File: config.mk
export PLATFORM = sky130hd
export DESIGN_NAME = serial_rx_unit
export DESIGN_NICKNAME = d
export VERILOG_FILES = /design/src/rtl/serial_rx_pkg.sv /design/src/rtl/serial_rx_sync.sv /design/src/rtl/serial_rx_frame.sv /design/src/rtl/serial_rx_hold.sv /design/src/rtl/serial_rx_unit.sv
export SDC_FILE = /design/constraint.sdc
export NUM_CORES = 1
export LEC_CHECK = 0
export BUFFER_PORTS_ARGS = -buffer_cell sky130_fd_sc_hd__clkbuf_2
export CAP_MARGIN = 20
export CORE_MARGIN = 2
export CORE_UTILIZATION = 57
export DETAILED_ROUTE_END_ITERATION = 10
export PLACE_DENSITY = 0.79
export SETUP_SLACK_MARGIN = 0.1
export SYNTH_ARGS = -nofsm -noshare
export SYNTH_HDL_FRONTEND = slang
export SYNTH_SLANG_ARGS = --single-unit
File: constraint.sdc
create_clock -name clk -period 2.2 [get_ports clk]
set_clock_uncertainty 0.2 [all_clocks]
set_input_delay 0.44 -clock clk [delete_from_list [all_inputs] [get_ports clk]]
set_output_delay 0.44 -clock clk [all_outputs]
set_load 0.01 [all_outputs]
File: src/rtl/serial_rx_pkg.sv
package serial_rx_pkg;

    typedef enum logic [1:0] {
        PAR_NONE = 2'b00,
        PAR_ZERO = 2'b01,
        PAR_ODD  = 2'b10,
        PAR_EVEN = 2'b11
    } par_mode_e;

    typedef enum logic [2:0] {
        ST_IDLE,
        ST_START,
        ST_DATA,
        ST_PAR,
        ST_STOP
    } rx_state_e;

endpackage

File: src/rtl/serial_rx_sync.sv
module serial_rx_sync #(
    parameter int STAGES = 2
) (
    input  logic clk,
    input  logic rst_n,
    input  logic d_i,
    output logic q_o
);

    logic [STAGES-1:0] sync_d, sync_q;

    always_comb begin
        sync_d = {sync_q[STAGES-2:0], d_i};
    end

    // The line idles high, so the chain resets to ones.
    always_ff @(posedge clk or negedge rst_n) begin
        if (!rst_n) sync_q <= '1;
        else        sync_q <= sync_d;
    end

    assign q_o = sync_q[STAGES-1];

endmodule

File: src/rtl/serial_rx_frame.sv
module serial_rx_frame
    import serial_rx_pkg::*;
#(
    parameter int DATA_W = 8,
    parameter int OVS    = 16
) (
    input  logic              clk,
    input  logic              rst_n,
    input  logic              tick_i,
    input  logic              act_i,
    input  logic              line_i,
    input  par_mode_e         mode_i,
    output logic              done_o,
    output logic [DATA_W-1:0] data_o,
    output logic              perr_o,
    output logic              ferr_o
);

    localparam int CNT_W = $clog2(OVS);
    localparam int IDX_W = (DATA_W > 1) ? $clog2(DATA_W) : 1;
    localparam logic [CNT_W-1:0] MID  = CNT_W'(OVS / 2 - 1);
    localparam logic [CNT_W-1:0] LAST = CNT_W'(OVS - 1);
    localparam logic [IDX_W-1:0] TOP  = IDX_W'(DATA_W - 1);

    typedef struct packed {
        rx_state_e         state;
        logic [CNT_W-1:0]  cnt;
        logic [IDX_W-1:0]  idx;
        logic [DATA_W-1:0] shift;
        logic              perr;
        logic              ferr;
        logic              done;
    } frame_t;

    frame_t fr_d, fr_q;

    always_comb begin
        fr_d      = fr_q;
        fr_d.done = 1'b0;
        if (!act_i) begin
            fr_d.state = ST_IDLE;
            fr_d.cnt   = '0;
            fr_d.idx   = '0;
        end else if (tick_i) begin
            unique case (fr_q.state)
                ST_IDLE: begin
                    if (!line_i) begin
                        fr_d.state = ST_START;
                        fr_d.cnt   = '0;
                    end
                end
                ST_START: begin
                    if (fr_q.cnt == MID) begin
                        fr_d.cnt = '0;
                        if (!line_i) begin
                            fr_d.state = ST_DATA;
                            fr_d.idx   = '0;
                            fr_d.perr  = 1'b0;
                            fr_d.ferr  = 1'b0;
                        end else begin
                            fr_d.state = ST_IDLE;
                        end
                    end else begin
                        fr_d.cnt = fr_q.cnt + CNT_W'(1);
                    end
                end
                ST_DATA: begin
                    if (fr_q.cnt == LAST) begin
                        fr_d.cnt   = '0;
                        fr_d.shift = {line_i, fr_q.shift[DATA_W-1:1]};
                        if (fr_q.idx == TOP) begin
                            fr_d.state = (mode_i == PAR_NONE) ? ST_STOP : ST_PAR;
                        end else begin
                            fr_d.idx = fr_q.idx + IDX_W'(1);
                        end
                    end else begin
                        fr_d.cnt = fr_q.cnt + CNT_W'(1);
                    end
                end
                ST_PAR: begin
                    if (fr_q.cnt == LAST) begin
                        fr_d.cnt   = '0;
                        fr_d.state = ST_STOP;
                        unique case (mode_i)
                            PAR_ODD:  fr_d.perr = ~(^{fr_q.shift, line_i});
                            PAR_EVEN: fr_d.perr =   ^{fr_q.shift, line_i};
                            default:  fr_d.perr = 1'b0;
                        endcase
                    end else begin
                        fr_d.cnt = fr_q.cnt + CNT_W'(1);
                    end
                end
                ST_STOP: begin
                    if (fr_q.cnt == LAST) begin
                        fr_d.cnt   = '0;
                        fr_d.ferr  = ~line_i;
                        fr_d.done  = 1'b1;
                        fr_d.state = ST_IDLE;
                    end else begin
                        fr_d.cnt = fr_q.cnt + CNT_W'(1);
                    end
                end
                default: fr_d.state = ST_IDLE;
            endcase
        end
    end

    always_ff @(posedge clk or negedge rst_n) begin
        if (!rst_n) fr_q <= '{state: ST_IDLE, default: '0};
        else        fr_q <= fr_d;
    end

    assign done_o = fr_q.done;
    assign data_o = fr_q.shift;
    assign perr_o = fr_q.perr;
    assign ferr_o = fr_q.ferr;

    // a frame finished in zero-parity mode never reports parity trouble
    assert_zero_mode_quiet_R2: assert property (@(posedge clk) disable iff (!rst_n)
        (done_o && mode_i == PAR_ZERO) |-> !perr_o);

    // a frame can only finish if reception was active one cycle before
    assert_done_needs_active_R4: assert property (@(posedge clk) disable iff (!rst_n)
        done_o |-> $past(act_i));

endmodule

File: src/rtl/serial_rx_hold.sv
module serial_rx_hold #(
    parameter int DATA_W     = 8,
    parameter int CLR_CYCLES = 2
) (
    input  logic              clk,
    input  logic              rst_n,
    input  logic              act_i,
    input  logic              rd_ack_i,
    input  logic              done_i,
    input  logic [DATA_W-1:0] data_i,
    input  logic              perr_i,
    input  logic              ferr_i,
    output logic [DATA_W-1:0] data_o,
    output logic              done_irq_o,
    output logic              err_irq_o,
    output logic              perr_o,
    output logic              ferr_o,
    output logic              ovr_o
);

    localparam int OFF_W = $clog2(CLR_CYCLES + 1);
    localparam logic [OFF_W-1:0] OFF_MAX  = OFF_W'(CLR_CYCLES);
    localparam logic [OFF_W-1:0] OFF_CLR  = OFF_W'(CLR_CYCLES - 1);

    typedef struct packed {
        logic [DATA_W-1:0] buffer;
        logic              full;
        logic              perr;
        logic              ferr;
        logic              ovr;
        logic              done_irq;
        logic              err_irq;
        logic [OFF_W-1:0]  off_cnt;
    } hold_t;

    hold_t hd_d, hd_q;
    logic  ovr_new;

    always_comb begin
        hd_d          = hd_q;
        hd_d.done_irq = 1'b0;
        hd_d.err_irq  = 1'b0;
        ovr_new       = 1'b0;

        if (act_i) begin
            hd_d.off_cnt = '0;
        end else begin
            if (hd_q.off_cnt != OFF_MAX) hd_d.off_cnt = hd_q.off_cnt + OFF_W'(1);
            if (hd_q.off_cnt >= OFF_CLR) begin
                hd_d.perr = 1'b0;
                hd_d.ferr = 1'b0;
                hd_d.ovr  = 1'b0;
            end
        end

        if (rd_ack_i) hd_d.full = 1'b0;

        if (done_i) begin
            ovr_new       = hd_q.full && !rd_ack_i;
            hd_d.buffer   = data_i;
            hd_d.full     = 1'b1;
            hd_d.done_irq = 1'b1;
            hd_d.perr     = hd_d.perr | perr_i;
            hd_d.ferr     = hd_d.ferr | ferr_i;
            hd_d.ovr      = hd_d.ovr | ovr_new;
            hd_d.err_irq  = perr_i | ferr_i | ovr_new;
        end
    end

    always_ff @(posedge clk or negedge rst_n) begin
        if (!rst_n) hd_q <= '0;
        else        hd_q <= hd_d;
    end

    assign data_o     = hd_q.buffer;
    assign done_irq_o = hd_q.done_irq;
    assign err_irq_o  = hd_q.err_irq;
    assign perr_o     = hd_q.perr;
    assign ferr_o     = hd_q.ferr;
    assign ovr_o      = hd_q.ovr;

    // without a finished frame the buffer keeps its contents
    assert_buffer_hold_R4: assert property (@(posedge clk) disable iff (!rst_n)
        !done_i |=> $stable(data_o));

    // the completion pulse shows the byte that the frame logic delivered
    assert_irq_with_load_R6: assert property (@(posedge clk) disable iff (!rst_n)
        done_irq_o |-> (data_o == $past(data_i)));

    // an error pulse always comes with a completion pulse and a raised flag
    assert_err_irq_flagged_R12: assert property (@(posedge clk) disable iff (!rst_n)
        err_irq_o |-> (done_irq_o && (perr_o || ferr_o || ovr_o)));

    // two inactive cycles leave every error flag clear
    assert_reinit_clears_R9: assert property (@(posedge clk) disable iff (!rst_n)
        (!act_i && $past(!act_i)) |=> !(perr_o || ferr_o || ovr_o));

endmodule

File: src/rtl/serial_rx_unit.sv
module serial_rx_unit
    import serial_rx_pkg::*;
#(
    parameter int DATA_W      = 8,
    parameter int OVS         = 16,
    parameter int SYNC_STAGES = 2,
    parameter int CLR_CYCLES  = 2
) (
    input  logic              clk,
    input  logic              rst_n,
    input  logic              sample_tick,
    input  logic              rx_serial,
    input  logic              uart_enable,
    input  logic              rx_enable,
    input  logic              tx_enable,
    input  logic              mode_wr,
    input  logic [1:0]        mode_wdata,
    input  logic              buf_read,
    output logic [1:0]        parity_mode,
    output logic [DATA_W-1:0] rx_buffer,
    output logic              rx_done_irq,
    output logic              rx_err_irq,
    output logic              parity_err,
    output logic              framing_err,
    output logic              overrun_err
);

    typedef struct packed {
        par_mode_e mode;
    } cfg_t;

    cfg_t              cfg_d, cfg_q;
    logic              rx_active;
    logic              line_sync;
    logic              fr_done;
    logic [DATA_W-1:0] fr_data;
    logic              fr_perr;
    logic              fr_ferr;

    always_comb begin
        rx_active = uart_enable & rx_enable;
        cfg_d     = cfg_q;
        if (mode_wr && !tx_enable && !rx_enable) cfg_d.mode = par_mode_e'(mode_wdata);
    end

    always_ff @(posedge clk or negedge rst_n) begin
        if (!rst_n) cfg_q <= '{mode: PAR_NONE};
        else        cfg_q <= cfg_d;
    end

    assign parity_mode = cfg_q.mode;

    serial_rx_sync #(
        .STAGES (SYNC_STAGES)
    ) i_sync (
        .clk   (clk),
        .rst_n (rst_n),
        .d_i   (rx_serial),
        .q_o   (line_sync)
    );

    serial_rx_frame #(
        .DATA_W (DATA_W),
        .OVS    (OVS)
    ) i_frame (
        .clk    (clk),
        .rst_n  (rst_n),
        .tick_i (sample_tick),
        .act_i  (rx_active),
        .line_i (line_sync),
        .mode_i (cfg_q.mode),
        .done_o (fr_done),
        .data_o (fr_data),
        .perr_o (fr_perr),
        .ferr_o (fr_ferr)
    );

    serial_rx_hold #(
        .DATA_W     (DATA_W),
        .CLR_CYCLES (CLR_CYCLES)
    ) i_hold (
        .clk        (clk),
        .rst_n      (rst_n),
        .act_i      (rx_active),
        .rd_ack_i   (buf_read),
        .done_i     (fr_done),
        .data_i     (fr_data),
        .perr_i     (fr_perr),
        .ferr_i     (fr_ferr),
        .data_o     (rx_buffer),
        .done_irq_o (rx_done_irq),
        .err_irq_o  (rx_err_irq),
        .perr_o     (parity_err),
        .ferr_o     (framing_err),
        .ovr_o      (overrun_err)
    );

    // the mode holds while either enable is high
    assert_mode_locked_R8: assert property (@(posedge clk) disable iff (!rst_n)
        (tx_enable || rx_enable) |=> $stable(parity_mode));

endmodule

==> results of run 1 <==
-- logic make-up after synthesis --
group,Yosys count,share of synthesized area [%]
adder cells (fa/ha/maj),5,3.04
AND/OR/NAND/NOR,52,14.2
AO/OA/AOI/OAI,30,11.5
XOR/XNOR,11,4.68
buffers and inverters,19,6.26
flip-flops,41,50.0
multiplexers,19,10.3
-- stage by stage --
stage	utilization, %	hold slack (ns)	worst slack (ns)	cell area, µm²
2_1_floorplan	-	-0.0556	0.258	2060
3_3_place_gp	63.7	0.146	0.203	2160
3_5_place_dp	63.7	0.149	0.147	2160
4_1_cts	66.7	0.107	0.112	2260
5_1_grt	67.7	0.0975	0.0791	2300
6_report	67.7	0.110	0.189	2300
-- what timing repair did --
action / CTS / global route
endpoints found under the setup margin: 0 / 14
hold buffers: 2 / 0
endpoints found under the hold margin: 40 / 0
setup buffers: 0 / 1
gates resized for setup: 0 / 7
-- layout make-up --
cell class	instances	area share, %
flip-flops and latches	41	44.9
multi-input cells	117	40.6
repair buffers	32	7.96
well taps	46	2.51
clock inverters	3	1.91
clock buffers	5	1.63
inverters	3	0.490
-- flip-flops by register name (all words and copies together) (netlist names) --
signal and flops:
i_hold.ferr_o 1, i_hold.done_irq_o 1, i_hold.ovr_o 1, i_frame.perr_o 1, i_frame.data_o 8, i_frame.done_o 1
i_frame.ferr_o 1, i_frame.fr_q 10, parity_mode 2, i_hold.data_o 8, i_hold.err_irq_o 1, i_sync.sync_q 2
i_hold.perr_o 1, i_hold.hd_q 3
-- metal layers --
layer  wire length [µm]  share of wire [%]  track usage [%]  vias to the layer above
li1                   -                  -                -                      671
met1               1580                 43             26.2                      673
met2               1870                 50             31.4                       39
met3                208                5.6             4.75                        6
met4                 57                1.5             7.88                        0
met5                  0                  0                0                        -
-- Yosys cell counts, drive strengths merged, types with 2 or more instances --
cell,n
nor4,3
o41ai,3
nor3,5
a31oi,2
a21oi,4
a21o,2
xor2,3
nand4,2
nand2b,4
inv,3
buf,15
mux2,18
dfstp,2
nor2b,3
dfrtp,39
a22o,4
nor2,6
nand2,16
nor3b,3
ha,5
o21ai,7
nand3,5
xnor2,8
-- where the power goes --
group | internal [mW] | switching (mW) | leakage, nW
registers | 0.784 | 0.0268 | 0.555
logic | 0.0805 | 0.0985 | 0.448
clock network | 0.241 | 0.257 | 0.0456
total | 1.11 | 0.382 | 1.05
-- worst max-delay path, cell delays in order, from the launching register on --
cell and delay, ns:
sky130_fd_sc_hd__dfrtp_1 0.51, sky130_fd_sc_hd__nand2b_4 0.20, sky130_fd_sc_hd__o311ai_4 0.31, sky130_fd_sc_hd__nand4_4 0.16, sky130_fd_sc_hd__a2111o_1 0.40, sky130_fd_sc_hd__a21oi_2 0.14
-- final timing paths --
path                                  startpoint                to  slack [ns]  cells past startpoint
worst min register to register  i_sync.sync_q[0]  i_sync.sync_q[1]        0.17                      0
worst max-delay path            i_frame.fr_q[17]  i_frame.fr_q[18]        0.19                      5
min in group asynchronous                  rst_n  i_frame.fr_q[16]        0.45                      3
max in group asynchronous                  rst_n  i_frame.fr_q[19]        0.98                      3
worst max register to register  i_frame.fr_q[17]  i_frame.fr_q[18]        0.19                      5
worst min-delay path               mode_wdata[0]    parity_mode[0]        0.11                      2
==> impl_metrics.toml, run 1 <==
[floorplanning]
rows = 21
die-width_um = 64.1
coreArea_mm2 = 0.00339
io_pins = 26
start_util_pct = 60.7
die-area_mm2 = 0.00410
die_h_um = 64.1

[synth]
ys_ff_latch = 41
synth_seq_area_share_pct = 50.0
netlist-cell-type-count = 45
cell_accounting_for_the_most_synthesized_area = "sky130_fd_sc_hd__dfrtp_1"
synth_top_area_share_pct = 47.4
yosys-top-cells-area = "sky130_fd_sc_hd__dfrtp_1 47%, sky130_fd_sc_hd__mux2_2 9.9%, sky130_fd_sc_hd__buf_4 4.7%"
ys.flop_type = "sky130_fd_sc_hd__dfrtp_1"
synth.yosys.warnings = 0
asr_flop_ratio_synth_pct = 100
postSynthNetCount = 193
synth-edff-count = 0
synth.avg_cell_area_um2 = 11.6
netlist_instances = 177
mappedNetlistArea_mm2 = 0.00206

[sta]
fmax_mhz = 497
finalWorstPathRequiredPeriod_ns = 2.01
final.period_utilization_pct = 91.4
slew_violations = 0
timing.final.setup_violations = 0
timing_worst_slew_pin_value_ns = 0.515
max_slew_margin_pct = 65.7
rsz0062_at_grt = "no"
final_hold_viol_count = 0
sum_of_negative_setup_slack_ns = 0

[cts]
clock_pin_slew_worst_setup_and_hold_paths_ns = 0.13
numClockSinks = 41
worstSkewPairLatency_ns = 0.36
cts_made_buffers = 5
clock_tree_from_tritoncts = "built"
maximum_number_of_buffers_from_clock_root_to_sink = 2
h_tree_depth = 2
root_buffer = "sky130_fd_sc_hd__clkbuf_4"

[drt]
total_drc_errors_in_the_routed_layout = 0
drt_iter0_markers = 65
via_per_inst = 5.62
totalWireLength_um = 3710
routed_wl_per_cell_um = 15.0
drtPass1Iterations = 4
postRouteAntennaNets = 0
via_count = 1389

[placement]
detailedPlacementHpwl_um = 2560
cell_total_after_placement = 236
numPortBuffers = 25
finalWeightedCongestion = 0.858

[pwr]
power-per-cell-area_mw_per_mm2 = 648
overall_power_consumption_mw = 1.49
p_leak_nw = 1.05
ir_drop_worst_case_vdd_uv = 479

[final_layout]
instances_no_fill = 247
commonest_non_fill_non_tap_cells_in_the_layout = "37 x sky130_fd_sc_hd__dfrtp_1, 25 x sky130_fd_sc_hd__clkbuf_2, 18 x sky130_fd_sc_hd__mux2_2"
multi_input_area_um2 = 932
antenna_cells_inserted = 0
final_layout_size_suffix_gt1_share_pct = 36.8
syn_to_final_growth_pct = 11.6
layout_commonest_cell = "sky130_fd_sc_hd__dfrtp_1"
nNetsFinal = 216
fillers = 262
regArea_mm2 = 0.00103

[worst_setup_path]
timing.critical_path.arrival_ns = 2.09
timing.critical_path.required_ns = 2.28
path_max_fanout = 10
classification_of_the_worst_setup_path = "flop to flop"
timing.critical_path.to_type = "flop"
crit_path_start_kind = "flop"

[global_routing]
number_of_global_route_vias_before_repair = 1383
grt_antenna_before_repair = 0
grt.overflow.total = 0
grt_usage_pct = 19.8
grt_first_pass_wirelength_um = 6300
grt_max_degree = 42

[hold_path]
hp-class = "primary input to flop"

[outcome]
run_status = "completed"

[run]
maxCapViolations = 0
Note: power is estimated with default switching activity, not from simulation.
==> run 2, diff against run 1 <==
--- a/config.mk
+++ b/config.mk
@@ -10,6 +10,8 @@
 export CORE_MARGIN = 2
 export CORE_UTILIZATION = 57
 export DETAILED_ROUTE_END_ITERATION = 10
+export GPL_TIMING_DRIVEN = 0
+export MAX_ROUTING_LAYER = met4
 export PLACE_DENSITY = 0.79
 export SETUP_SLACK_MARGIN = 0.1
 export SYNTH_ARGS = -nofsm -noshare
==> impl_metrics.toml, run 2 (synthesis gave the netlist of run 1 again) <==
[outcome]
run_status = "completed"

[sta]
finalWorstPathRequiredPeriod_ns = 2.00
max_slew_margin_pct = 66.5
slew_violations = 0
final_hold_viol_count = 0
fmax_mhz = 500
layout_setup_ws_ns = 0.199
sum_of_negative_setup_slack_ns = 0
rsz0062_at_grt = "no"
timing_worst_slew_pin_value_ns = 0.503
timing.final.setup_violations = 0
final.period_utilization_pct = 90.9

[worst_setup_path]
timing.critical_path.buf_inv = 0
crit_path_cell_trace = "ha_4 -> nand2_2 -> o311ai_4 -> nand4_4 -> a2111o_1 -> a21oi_1"
crit_path_start_kind = "flop"
timing.critical_path.required_ns = 2.28
slowest_delay_ns = 0.43
worst_path_max_delay_cell = "sky130_fd_sc_hd__dfrtp_2"
critPathTopFamily = "compound AO/OA/AOI/OAI gates"
path_max_fanout = 6
timing.critical_path.to_type = "flop"
classification_of_the_worst_setup_path = "flop to flop"
timing.critical_path.arrival_ns = 2.08

[floorplanning]
rows = 21
die_h_um = 64.1
start_util_pct = 60.7
die-area_mm2 = 0.00410
io_pins = 26
coreArea_mm2 = 0.00339
die-width_um = 64.1

[drt]
drt_iter0_markers = 106
via_count = 1478
postRouteAntennaNets = 0
totalWireLength_um = 3820
drtPass1Iterations = 4
via_per_inst = 5.73
routed_wl_per_cell_um = 14.8
total_drc_errors_in_the_routed_layout = 0

[pwr]
p_leak_nw = 1.11
power-per-cell-area_mw_per_mm2 = 619
ir_drop_worst_case_vdd_uv = 392

[cts]
numClockSinks = 41
worstSkewPairLatency_ns = 0.35
clock_pin_slew_worst_setup_and_hold_paths_ns = 0.12
maximum_number_of_buffers_from_clock_root_to_sink = 2
cts_made_buffers = 5
clock_tree_from_tritoncts = "built"
h_tree_depth = 2
number_of_buffers_inserted_to_repair_setup_after_cts = 0
root_buffer = "sky130_fd_sc_hd__clkbuf_4"

[hold_path]
hp-class = "primary input to flop"

[final_layout]
regMostFlops = "i_frame.fr_q"
layout_commonest_cell = "sky130_fd_sc_hd__dfrtp_1"
final_layout_size_suffix_gt1_share_pct = 39.2
commonest_non_fill_non_tap_cells_in_the_layout = "38 x sky130_fd_sc_hd__dfrtp_1, 25 x sky130_fd_sc_hd__clkbuf_2, 18 x sky130_fd_sc_hd__mux2_2"
syn_to_final_growth_pct = 16.2
nNetsFinal = 228
fillers = 260
antenna_cells_inserted = 0
largest_register_ffs = 10

[placement]
finalWeightedCongestion = 0.837
post-place-ws_ns = 0.0591
detailedPlacementHpwl_um = 2690
numPortBuffers = 25

[global_routing]
grt_first_pass_wirelength_um = 6590
number_of_global_route_vias_before_repair = 1440
grt.overflow.total = 0
grt_max_degree = 42
grt_usage_pct = 21.5
grt_antenna_before_repair = 0

[run]
maxCapViolations = 0
==> run 2: through the flow <==
stage	instances	hold WS (ns)	utilization (%)	power (mW)	cell area, µm²
finish	258	0.110	70.5	1.48	2390
global route	258	0.104	70.5	1.56	2390
CTS	256	0.0512	68.6	1.49	2320
detailed placement	248	0.148	66.1	1.02	2240
global placement	248	0.147	66.1	0.991	2240
floorplan	177	-0.0556	-	0.940	2060
==> run 2: final timing paths <==
path / startpoint / endpoint / slack, ns / depth (start not counted)
worst max-delay path: i_frame.fr_q[14] / i_frame.fr_q[18] / 0.20 / 6
worst min-delay path: mode_wdata[1] / parity_mode[1] / 0.11 / 2
worst max register to register: i_frame.fr_q[14] / i_frame.fr_q[18] / 0.20 / 6
worst min register to register: i_sync.sync_q[0] / i_sync.sync_q[1] / 0.16 / 0
max in group asynchronous: rst_n / i_sync.sync_q[1] / 0.99 / 3
min in group asynchronous: rst_n / i_hold.hd_q[0] / 0.27 / 2
==> run 2: repair_timing <==
| item | CTS | global route |
|---|---|---|
| pin swaps | 0 | 1 |
| hold endpoints to repair | 1 | 9 |
| hold buffers | 1 | 1 |
| resized for setup | 1 | 7 |
| endpoints found under the setup margin | 10 | 13 |
==> run 2: metal layers <==
metal	up-vias	wire, µm	track usage (%)
li1	696	-	-
met5	-	0	-
met3	12	239	5.99
met4	0	88	7.61
met2	55	1870	34.2
met1	715	1620	26.2
==> run 2: power by group <==
part	total, mW	switching [mW]	internal (mW)	leakage (nW)
clock network	0.472	0.240	0.232	0.0410
logic	0.201	0.114	0.0864	0.516
registers	0.808	0.0242	0.784	0.556
==> run 2: final cells by class <==
class / instances / area [µm²] / area share, %
clock inverter: 2 / 35.0 / 1.47
inverter: 3 / 11.3 / 0.471
sequential: 41 / 1030 / 43.1
timing repair buffer: 28 / 165 / 6.91
clock buffer: 5 / 37.5 / 1.57
multi-input combinational: 117 / 935 / 39.1
tap: 46 / 57.6 / 2.41
buffer: 16 / 120 / 5.02
==> run 3, diff against run 2 <==
--- a/config.mk
+++ b/config.mk
@@ -12,7 +12,7 @@
 export DETAILED_ROUTE_END_ITERATION = 10
 export GPL_TIMING_DRIVEN = 0
 export MAX_ROUTING_LAYER = met4
-export PLACE_DENSITY = 0.79
+export PLACE_DENSITY_LB_ADDON = 0.2
 export SETUP_SLACK_MARGIN = 0.1
 export SYNTH_ARGS = -nofsm -noshare
 export SYNTH_HDL_FRONTEND = slang
==> constraint.sdc (replaced) <==
create_clock -name clk -period 2.2 [get_ports clk]
set_clock_uncertainty 0.2 [all_clocks]
set_input_delay 0.44 -clock clk [delete_from_list [all_inputs] [get_ports clk]]
set_output_delay 0.44 -clock clk [all_outputs]
set_load 0.02 [all_outputs]
==> impl_metrics.toml, run 3 (synthesis gave the netlist of run 1 again) <==
[final_layout]
largest_register_ffs = 10
final_layout_size_suffix_gt1_share_pct = 38.2
syn_to_final_growth_pct = 15.0
utilization_pct = 69.8
commonest_non_fill_non_tap_cells_in_the_layout = "38 x sky130_fd_sc_hd__dfrtp_1, 25 x sky130_fd_sc_hd__clkbuf_2, 18 x sky130_fd_sc_hd__mux2_2"
layout_commonest_cell = "sky130_fd_sc_hd__dfrtp_1"
fillers = 241
nNetsFinal = 228
regMostFlops = "i_frame.fr_q"
antenna_cells_inserted = 0

[cts]
h_tree_depth = 2
maximum_number_of_buffers_from_clock_root_to_sink = 2
number_of_buffers_inserted_to_repair_setup_after_cts = 0
worstSkewPairLatency_ns = 0.34
clock_pin_slew_worst_setup_and_hold_paths_ns = 0.12
numClockSinks = 41
clock_tree_from_tritoncts = "built"
cts_made_buffers = 5
root_buffer = "sky130_fd_sc_hd__clkbuf_4"

[floorplanning]
die-area_mm2 = 0.00410
start_util_pct = 60.7
rows = 21
io_pins = 26
die-width_um = 64.1
coreArea_mm2 = 0.00339
die_h_um = 64.1

[worst_setup_path]
worst_path_max_delay_cell = "sky130_fd_sc_hd__dfrtp_1"
slowest_delay_ns = 0.43
timing.critical_path.required_ns = 2.24
crit_path_cell_trace = "ha_4 -> nand4_1 -> nor4_2 -> buf_4 -> mux2_2"
classification_of_the_worst_setup_path = "flop to flop"
crit_path_start_kind = "flop"
path_max_fanout = 10
timing.critical_path.to_type = "flop"
timing.critical_path.arrival_ns = 2.06

[global_routing]
grt_first_pass_wirelength_um = 6790
grt.overflow.total = 0
grt_usage_pct = 22.2
number_of_global_route_vias_before_repair = 1470
grt_max_degree = 42
grt_antenna_before_repair = 0

[pwr]
p_sw_share_pct = 27.3
overall_power_consumption_mw = 1.40
combinationalPowerShare_pct = 14.5
ir_drop_worst_case_vdd_uv = 419
clkPwrFrac_pct = 27.7
seq_power_share_pct = 57.8
power-per-cell-area_mw_per_mm2 = 592
p_int_mw = 1.02
p_leak_nw = 1.10
p_sw_mw = 0.382

[drt]
total_drc_errors_in_the_routed_layout = 0
via_count = 1476
postRouteAntennaNets = 0
routed_wl_per_cell_um = 15.3
totalWireLength_um = 3960
via_per_inst = 5.72
drtPass1Iterations = 4
drt_iter0_markers = 93

[hold_path]
hp-class = "primary input to flop"

[sta]
rsz0062_at_grt = "no"
timing_worst_slew_pin_value_ns = 0.545
max_slew_margin_pct = 63.4
fmax_mhz = 494
sum_of_negative_setup_slack_ns = 0
timing.final.setup_violations = 0
slew_violations = 0
final_hold_viol_count = 0
final.period_utilization_pct = 92.0
finalWorstPathRequiredPeriod_ns = 2.02

[placement]
detailedPlacementHpwl_um = 2780
numPortBuffers = 25
finalWeightedCongestion = 0.869

[run]
maxCapViolations = 0

[outcome]
run_status = "completed"
==> run 3: repair_timing <==
| action | 4_1_cts | 5_1_grt |
|---|---|---|
| pin swaps | 0 | 1 |
| gates resized for setup | 2 | 4 |
| hold buffers | 1 | 1 |
| setup endpoints to repair | 9 | 12 |
| hold endpoints to repair | 1 | 39 |
==> run 3: area by class of cell <==
class                           count  area, µm²  area share [%]
Buffer                             16        120            5.08
Multi-Input combinational cell    117        923            39.0
Timing Repair Buffer               28        165            6.98
Inverter                            3       11.3           0.476
Clock inverter                      1       7.51           0.317
Sequential cell                    41       1030            43.5
Tap cell                           46       57.6            2.43
Clock buffer                        6       51.3            2.17
==> run 3: routing by layer <==
layer	vias up	GRT usage (%)	share of wire, %
met5	-	-	0
met4	0	8.42	2.4
met3	10	6.51	4.6
met2	52	34.6	50
met1	721	27.3	43
li1	693	-	-
==> run 3: critical path, delay by kind of cell, from the launching register on <==
kind | cells | cell delay [ns]
buf+inv | 1 | 0.25
fa+ha+maj | 1 | 0.18
flops | 1 | 0.43
simple gates | 2 | 0.51
mux | 1 | 0.35
==> run 3: power by group through the flow <==
stage               Combinational [mW]  Sequential, mW  Clock (mW)
floorplan                        0.120           0.825           0
global placement                 0.177           0.819           0
detailed placement               0.198           0.823           0
CTS                              0.201           0.809       0.401
global route                     0.234           0.813       0.437
finish                           0.203           0.810       0.389
==> run 3: worst paths after layout <==
check | start | end | slack, ns | cells past startpoint
worst min register to register | i_sync.sync_q[0] | i_sync.sync_q[1] | 0.17 | 0
max in group asynchronous | rst_n | i_sync.sync_q[0] | 1.09 | 3
worst min-delay path | mode_wdata[1] | parity_mode[1] | 0.13 | 2
min in group asynchronous | rst_n | i_hold.hd_q[1] | 0.22 | 2
worst max-delay path | i_frame.fr_q[15] | i_frame.data_o[3] | 0.18 | 5
worst max register to register | i_frame.fr_q[15] | i_frame.data_o[3] | 0.18 | 5
==> run 3: through the flow <==
step	hold WS, ns	std cells	cell area, µm²	worst slack [ns]
final	0.134	258	2370	0.177
after global routing	0.108	258	2370	0.0964
after CTS	0.0596	256	2310	0.127
after detailed placement	0.149	248	2240	0.0427
after global placement	0.146	248	2240	0.0612
after floorplan	-0.0556	177	2060	0.258
